===== src/rtl/rx_ring_pkg.sv =====
package rx_ring_pkg;

  typedef enum logic [1:0] {
    ST_IDLE,
    ST_DATA,
    ST_PAD,
    ST_HDR
  } ringState_t;

  typedef struct packed {
    logic first;   // first byte of an accepted frame
    logic dataWr;  // write an incoming byte
    logic padWr;   // write a zero pad byte
    logic hdrWr;   // write one descriptor byte
    logic commit;  // advance current page, raise flag
  } ringStrobe_t;

endpackage


===== src/rtl/rx_ring_ctrl.sv =====
module rx_ring_ctrl
  import rx_ring_pkg::*;
(
  input  logic        clk,
  input  logic        rstN,
  input  logic        rxValid,
  input  logic        rxSof,
  input  logic        rxEof,
  input  logic        stopMode,
  input  logic        curPgWrEn,
  input  logic        roomOk,
  input  logic        lenShort,
  input  logic        padDone,
  input  logic        hdrLast,
  output ringStrobe_t strobe,
  output logic        busy
);

  ringState_t state, stateNext;

  always_comb begin
    strobe    = '0;
    stateNext = state;
    unique case (state)
      ST_IDLE: begin
        if (rxValid && rxSof && !stopMode && roomOk && !curPgWrEn) begin
          strobe.first  = 1'b1;
          strobe.dataWr = 1'b1;
          // a one-byte frame is always short of the minimum
          stateNext     = rxEof ? ST_PAD : ST_DATA;
        end
      end
      ST_DATA: begin
        if (rxValid) begin
          strobe.dataWr = 1'b1;
          if (rxEof) stateNext = lenShort ? ST_PAD : ST_HDR;
        end
      end
      ST_PAD: begin
        strobe.padWr = 1'b1;
        if (padDone) stateNext = ST_HDR;
      end
      ST_HDR: begin
        strobe.hdrWr = 1'b1;
        if (hdrLast) begin
          strobe.commit = 1'b1;
          stateNext     = ST_IDLE;
        end
      end
      default: stateNext = ST_IDLE;
    endcase
  end

  always_ff @(posedge clk) begin
    if (!rstN) state <= ST_IDLE;
    else       state <= stateNext;
  end

  assign busy = (state != ST_IDLE);

endmodule


===== src/rtl/rx_ring_dp.sv =====
module rx_ring_dp
  import rx_ring_pkg::*;
#(
  parameter int PAGE_W    = 8,
  parameter int OFF_W     = 8,
  parameter int LEN_W     = 12,
  parameter int MIN_LEN   = 60,
  parameter int MAX_FRAME = 1514
) (
  input  logic                      clk,
  input  logic                      rstN,
  input  ringStrobe_t               strobe,
  input  logic [7:0]                rxData,
  input  logic [PAGE_W-1:0]         startPage,
  input  logic [PAGE_W-1:0]         stopPage,
  input  logic [PAGE_W-1:0]         boundPage,
  input  logic                      curPgWrEn,
  input  logic [PAGE_W-1:0]         curPgWrData,
  input  logic                      hostIdle,
  input  logic                      irqClr,
  output logic                      roomOk,
  output logic                      lenShort,
  output logic                      padDone,
  output logic                      hdrLast,
  output logic                      ramWe,
  output logic [PAGE_W+OFF_W-1:0]   ramAddr,
  output logic [7:0]                ramData,
  output logic [PAGE_W-1:0]         curPage,
  output logic                      rxIrq
);

  localparam int ADDR_W     = PAGE_W + OFF_W;
  localparam int PAGE_BYTES = 1 << OFF_W;
  localparam int NEED_PAGES = (MAX_FRAME + 4 + PAGE_BYTES - 1) / PAGE_BYTES;
  localparam int SPAN_W     = LEN_W + 1;
  localparam int SUM_W      = ((PAGE_W > SPAN_W) ? PAGE_W : SPAN_W) + 1;
  localparam int TOT_W      = 16;

  logic [PAGE_W-1:0] curPageQ;
  logic [ADDR_W-1:0] wrAddr;
  logic [LEN_W-1:0]  lenCnt;
  logic              mcastQ;
  logic [1:0]        hdrIdx;
  logic              irqQ;
  logic              weQ;
  logic [ADDR_W-1:0] addrQ;
  logic [7:0]        dataQ;

  // free space, counted in whole pages
  logic [PAGE_W:0] ringPages, usedPages, freePages;
  always_comb begin
    ringPages = {1'b0, stopPage} - {1'b0, startPage};
    usedPages = {1'b0, curPageQ} - {1'b0, boundPage};
    if (curPageQ < boundPage)       freePages = {1'b0, boundPage} - {1'b0, curPageQ};
    else if (ringPages >= usedPages) freePages = ringPages - usedPages;
    else                             freePages = '0;
  end
  assign roomOk = (freePages >= (PAGE_W+1)'(NEED_PAGES));

  // link page for the frame being stored
  logic [SPAN_W-1:0] spanBytes;
  logic [SUM_W-1:0]  nextSum;
  logic [PAGE_W-1:0] nextPage;
  always_comb begin
    spanBytes = SPAN_W'(lenCnt) + SPAN_W'(8 + PAGE_BYTES - 1);
    nextSum   = SUM_W'(curPageQ) + SUM_W'(spanBytes >> OFF_W);
    nextPage  = (nextSum >= SUM_W'(stopPage)) ? PAGE_W'(nextSum - SUM_W'(ringPages))
                                              : PAGE_W'(nextSum);
  end

  logic [TOT_W-1:0] totalLen;
  logic [7:0]       statusByte;
  assign totalLen   = TOT_W'(lenCnt) + TOT_W'(4);
  assign statusByte = mcastQ ? 8'h21 : 8'h01;

  // address and data selection for this cycle's write
  logic [ADDR_W-1:0] selAddr, incAddr, bumpAddr;
  logic [7:0]        hdrByte, selData;
  always_comb begin
    if (strobe.first)      selAddr = {curPageQ, OFF_W'(4)};
    else if (strobe.hdrWr) selAddr = {curPageQ, {(OFF_W-2){1'b0}}, hdrIdx};
    else                   selAddr = wrAddr;
    incAddr  = selAddr + ADDR_W'(1);
    bumpAddr = (incAddr == {stopPage, {OFF_W{1'b0}}}) ? {startPage, {OFF_W{1'b0}}} : incAddr;
    unique case (hdrIdx)
      2'd0:    hdrByte = statusByte;
      2'd1:    hdrByte = 8'(nextPage);
      2'd2:    hdrByte = totalLen[7:0];
      default: hdrByte = totalLen[15:8];
    endcase
    if (strobe.hdrWr)      selData = hdrByte;
    else if (strobe.padWr) selData = 8'h00;
    else                   selData = rxData;
  end

  assign lenShort = (lenCnt + LEN_W'(1)) < LEN_W'(MIN_LEN);
  assign padDone  = (lenCnt == LEN_W'(MIN_LEN - 1));
  assign hdrLast  = (hdrIdx == 2'd3);

  always_ff @(posedge clk) begin
    if (!rstN) begin
      curPageQ <= '0;
      wrAddr   <= '0;
      lenCnt   <= '0;
      mcastQ   <= 1'b0;
      hdrIdx   <= '0;
      irqQ     <= 1'b0;
      weQ      <= 1'b0;
      addrQ    <= '0;
      dataQ    <= '0;
    end else begin
      weQ   <= strobe.dataWr | strobe.padWr | strobe.hdrWr;
      addrQ <= selAddr;
      dataQ <= selData;
      if (strobe.dataWr | strobe.padWr) wrAddr <= bumpAddr;
      if (strobe.first) begin
        lenCnt <= LEN_W'(1);
        mcastQ <= rxData[0];
        hdrIdx <= '0;
      end else if (strobe.dataWr | strobe.padWr) begin
        lenCnt <= lenCnt + LEN_W'(1);
      end
      if (strobe.hdrWr) hdrIdx <= hdrIdx + 2'd1;
      if (strobe.commit)                curPageQ <= nextPage;
      else if (curPgWrEn && hostIdle)   curPageQ <= curPgWrData;
      if (strobe.commit)  irqQ <= 1'b1;
      else if (irqClr)    irqQ <= 1'b0;
    end
  end

  assign ramWe   = weQ;
  assign ramAddr = addrQ;
  assign ramData = dataQ;
  assign curPage = curPageQ;
  assign rxIrq   = irqQ;

endmodule


===== src/rtl/rx_ring_writer.sv =====
module rx_ring_writer
  import rx_ring_pkg::*;
#(
  parameter int PAGE_W    = 8,
  parameter int OFF_W     = 8,
  parameter int LEN_W     = 12,
  parameter int MIN_LEN   = 60,
  parameter int MAX_FRAME = 1514
) (
  input  logic                    clk,
  input  logic                    rstN,
  input  logic                    stopMode,
  input  logic [PAGE_W-1:0]       startPage,
  input  logic [PAGE_W-1:0]       stopPage,
  input  logic [PAGE_W-1:0]       boundPage,
  input  logic                    curPgWrEn,
  input  logic [PAGE_W-1:0]       curPgWrData,
  input  logic                    irqClr,
  input  logic                    rxValid,
  input  logic                    rxSof,
  input  logic                    rxEof,
  input  logic [7:0]              rxData,
  output logic                    ramWe,
  output logic [PAGE_W+OFF_W-1:0] ramAddr,
  output logic [7:0]              ramData,
  output logic                    busy,
  output logic [PAGE_W-1:0]       curPage,
  output logic                    rxIrq
);

  ringStrobe_t strobe;
  logic roomOk, lenShort, padDone, hdrLast;

  rx_ring_ctrl i_ctrl (
    .clk      (clk),
    .rstN     (rstN),
    .rxValid  (rxValid),
    .rxSof    (rxSof),
    .rxEof    (rxEof),
    .stopMode (stopMode),
    .curPgWrEn(curPgWrEn),
    .roomOk   (roomOk),
    .lenShort (lenShort),
    .padDone  (padDone),
    .hdrLast  (hdrLast),
    .strobe   (strobe),
    .busy     (busy)
  );

  rx_ring_dp #(
    .PAGE_W   (PAGE_W),
    .OFF_W    (OFF_W),
    .LEN_W    (LEN_W),
    .MIN_LEN  (MIN_LEN),
    .MAX_FRAME(MAX_FRAME)
  ) i_dp (
    .clk        (clk),
    .rstN       (rstN),
    .strobe     (strobe),
    .rxData     (rxData),
    .startPage  (startPage),
    .stopPage   (stopPage),
    .boundPage  (boundPage),
    .curPgWrEn  (curPgWrEn),
    .curPgWrData(curPgWrData),
    .hostIdle   (!busy),
    .irqClr     (irqClr),
    .roomOk     (roomOk),
    .lenShort   (lenShort),
    .padDone    (padDone),
    .hdrLast    (hdrLast),
    .ramWe      (ramWe),
    .ramAddr    (ramAddr),
    .ramData    (ramData),
    .curPage    (curPage),
    .rxIrq      (rxIrq)
  );

endmodule


===== config.mk =====
export PLATFORM = sky130hd
export DESIGN_NAME = rx_ring_writer
export DESIGN_NICKNAME = d
export VERILOG_FILES = /design/src/rtl/rx_ring_pkg.sv /design/src/rtl/rx_ring_ctrl.sv /design/src/rtl/rx_ring_dp.sv /design/src/rtl/rx_ring_writer.sv
export SDC_FILE = /design/constraint.sdc
export NUM_CORES = 1
export LEC_CHECK = 0
export BUFFER_PORTS_ARGS = -buffer_cell sky130_fd_sc_hd__buf_2
export CAP_MARGIN = 20
export CORE_ASPECT_RATIO = 0.6
export CORE_MARGIN = 4
export CORE_UTILIZATION = 60
export CTS_BUF_LIST = sky130_fd_sc_hd__clkbuf_2
export DETAILED_ROUTE_END_ITERATION = 6
export PLACE_DENSITY = 0.82
export SYNTH_ARGS = -nofsm -noshare
export SYNTH_HDL_FRONTEND = slang
export SYNTH_HIERARCHICAL = 1
export SYNTH_SLANG_ARGS = --single-unit

===== constraint.sdc =====
create_clock -name clk -period 12.65 [get_ports clk]
set_input_delay 0.6325 -clock clk [delete_from_list [all_inputs] [get_ports clk]]
set_output_delay 0.6325 -clock clk [all_outputs]
set_load 0.05 [all_outputs]

==> impl_metrics.py <==
metrics = {
    "synthesis": {
        "ys_seq_area_frac": 0.209,
        "syn_inst": 823,
        "synth_nets": 944,
        "ys_types": 63,
        "synth_top_area_cell": "dfxtp_1",
        "syn_area_um2": 6410,
        "postSynth.asyncResetShare": 0,
        "synth-edff-count": 0,
        "netlist_top_cells_area": "dfxtp_1, ha_1, a21oi_1",
        "syn_avg_cell_area_um2": 7.79,
        "yosysWarnings": 6,
        "synth_top_area_share": 0.209,
        "synthFlopType": "dfxtp_1",
        "ys_seq_elements": 67,
    },
    "timing": {
        "slew_headroom": 0.412,
        "setup_tns_ns": 0,
        "fin_crit_sh": 0.548,
        "slew_viol_final": 0,
        "worst_slew_pin_slew_ns": 0.882,
        "final.setup_skew_ns": 0.0259,
        "hold_violations": 0,
        "rsz0062_at_grt": "false",
        "max_clock_freq_mhz": 144,
        "period_needed_ns": 6.93,
        "setup_viol": 0,
    },
    "routing": {
        "wl_mm": 18.9,
        "routed_via_density": 6.23,
        "drc": 0,
        "drtIter0Drc": 860,
        "vias": 6334,
        "dr.pass1.iters": 6,
        "drtAntennaViolNets": 0,
        "routedWlPerCell_um": 18.6,
    },
    "placed_design": {
        "dp_hpwl_mm": 14.8,
        "gp_congestion": 1.03,
        "io_buffers": 82,
        "dpl_cell_area_um2": 6810,
    },
    "critical_path": {
        "crit_arrival_ns": 7.33,
        "critPathKind": "flip-flop to flip-flop",
        "cpLargestDelayFamily": "simple AND/OR/NAND/NOR gates",
        "slowest_stage": "or2_1",
        "required_ns": 13.06,
        "worstSetupStartpointType": "flip-flop",
        "critPathBufInv": 1,
        "cp_common_cell": "a21oi_1",
        "ff2ff_setup_slack_ns": 5.72,
        "worstPathMaxFanout": 17,
        "cp_slowest_stage_delay_ns": 0.72,
        "cp-end-kind": "flip-flop",
    },
    "final_layout": {
        "final_common_cell": "inv_1",
        "diodes": 0,
        "final_cell_mix": "inv_1, buf_2, ha_1, dfxtp_1, nand2_1",
        "synthToLayoutAreaGrowth_pct": 8.11,
        "drive_gt1_frac": 0.138,
        "post-route-util": 0.685,
        "nets": 998,
        "stdcell_area_um2": 6940,
    },
    "clock_network": {
        "cts_root_buffer": "clkbuf_2",
        "clkTransAtPathRegs_ns": 0.20,
        "cts_buffers": 9,
        "clock_path_buffers": 2,
        "hold_buffers": 0,
        "clk_latency_ns": 0.54,
        "cts_resized": 0,
        "cts_setup_buffers": 0,
        "cts_sinks": 67,
        "cts_tree": "yes",
        "cts_htree_levels": 3,
    },
    "floorplan": {
        "die_w_um": 141,
        "initial_utilization": 0.634,
        "ios": 83,
        "coreArea_um2": 10100,
        "die-area_um2": 12500,
        "num_rows": 28,
        "die_y_um": 88.1,
    },
    "global_routing": {
        "grt_first_pass_wirelength_mm": 30.1,
        "grt_overflow": 0,
        "antenna_found_initial": 0,
        "grt_pass1_vias": 5763,
        "grtUsageTotal": 0.305,
        "grt_start_max_net_pins": 58,
    },
    "run_status": {
        "status": "complete, no violations",
    },
    "hold_path": {
        "hold_class": "input port to flip-flop",
    },
    "power_and_ir_drop": {
        "p_per_area_nw_per_um2": 158,
        "p_leak_nw": 3.15,
        "ir_worst_vdd_v": 0.0000981,
    },
    "job": {
        "cap_violations": 0,
    },
}
-- path summary, 6_finish.rpt --
kind                                 startpoint               to  cells past startpoint
worst max register to register  i_dp/curPage[1]  i_dp/wrAddr[14]                     25
worst min-delay path                  rxData[1]  i_dp/ramData[1]                      2
worst max-delay path            i_dp/curPage[1]  i_dp/wrAddr[14]                     25
worst min register to register       i_dp/rxIrq       i_dp/rxIrq                      2
-- registers in the layout, summed over array words and instances, names as in the netlist --
| name | cells |
|---|---|
| i_dp/ramAddr | 16 |
| i_dp/wrAddr | 16 |
| i_dp/lenCnt | 12 |
| i_dp/curPage | 8 |
| i_dp/ramData | 8 |
| i_ctrl/state | 2 |
| i_dp/hdrIdx | 2 |
| i_dp/mcastQ | 1 |
| i_dp/ramWe | 1 |
| i_dp/rxIrq | 1 |
-- final cells by class --
class	count	area, µm²
Inverter	84	315
Timing Repair Buffer	86	440
Clock inverter	5	53.8
Fill cell	857	3190
Tap cell	135	169
Clock buffer	11	55.1
Sequential cell	67	1340
Multi-Input combinational cell	629	4560
-- report_power, final --
group | switching, mW | internal [mW]
registers | 0.0447 | 0.244
logic | 0.422 | 0.253
clock network | 0.0817 | 0.0461
-- kinds of logic (layout without fill, tap and decap cells) --
kind of cell / count (synthesis) / after routing / share of synthesized area
AOI/OAI and AO/OA: 207 / 207 / 0.206
xor gates and xnor gates: 64 / 64 / 0.0938
adders and majority gates: 73 / 73 / 0.149
buffers and inverters: 127 / 186 / 0.0807
DFF: 67 / 67 / 0.209
muxes: 29 / 29 / 0.0482
and+or+nand+nor: 256 / 256 / 0.213
-- worst register-to-register path: cells and delay by family (launching register included) --
| kind | cells | cell delay, ns |
|---|---|---|
| simple gates | 7 | 2.21 |
| compound gates | 11 | 1.73 |
| mux | 3 | 0.84 |
| fa+ha+maj | 2 | 0.71 |
| flops | 1 | 0.68 |
| xor+xnor | 1 | 0.38 |
| buf+inv | 1 | 0.27 |
-- Yosys cell counts, drive strengths merged (12+ instances only) --
| master | number |
|---|---|
| xnor2 | 36 |
| nor4 | 12 |
| o21ai | 49 |
| clkbuf | 37 |
| nor3 | 14 |
| nand2 | 64 |
| nand4 | 14 |
| dfxtp | 67 |
| ha | 67 |
| a21oi | 63 |
| inv | 84 |
| mux2i | 23 |
| nor2b | 27 |
| xor2 | 25 |
| nand3 | 24 |
| o21a | 12 |
| nor2 | 43 |
-- metal layers --
layer | vias up | global-route usage | part of all wire | wire (µm)
li1 | 2983 | - | - | -
met3 | 28 | 0.0726 | 0.13 | 2370
met2 | 367 | 0.457 | 0.41 | 7740
met1 | 2956 | 0.455 | 0.46 | 8620
met5 | - | 0 | 0 | 0
met4 | 0 | 0.0470 | 0.011 | 211
-- through the flow --
| stage | std cells | setup slack, ns | power (mW) | hold slack, ns |
|---|---|---|---|---|
| finish | 1017 | 5.72 | 1.09 | 0.325 |
| global placement | 999 | 5.86 | 0.915 | 0.468 |
| CTS | 1015 | 5.94 | 1.07 | 0.285 |
| detailed placement | 999 | 5.48 | 0.938 | 0.478 |
| global route | 1017 | 5.39 | 1.16 | 0.264 |
| floorplan | 823 | 6.19 | 0.781 | 0.452 |
No activity file was read; power rests on OpenSTA's default activity.
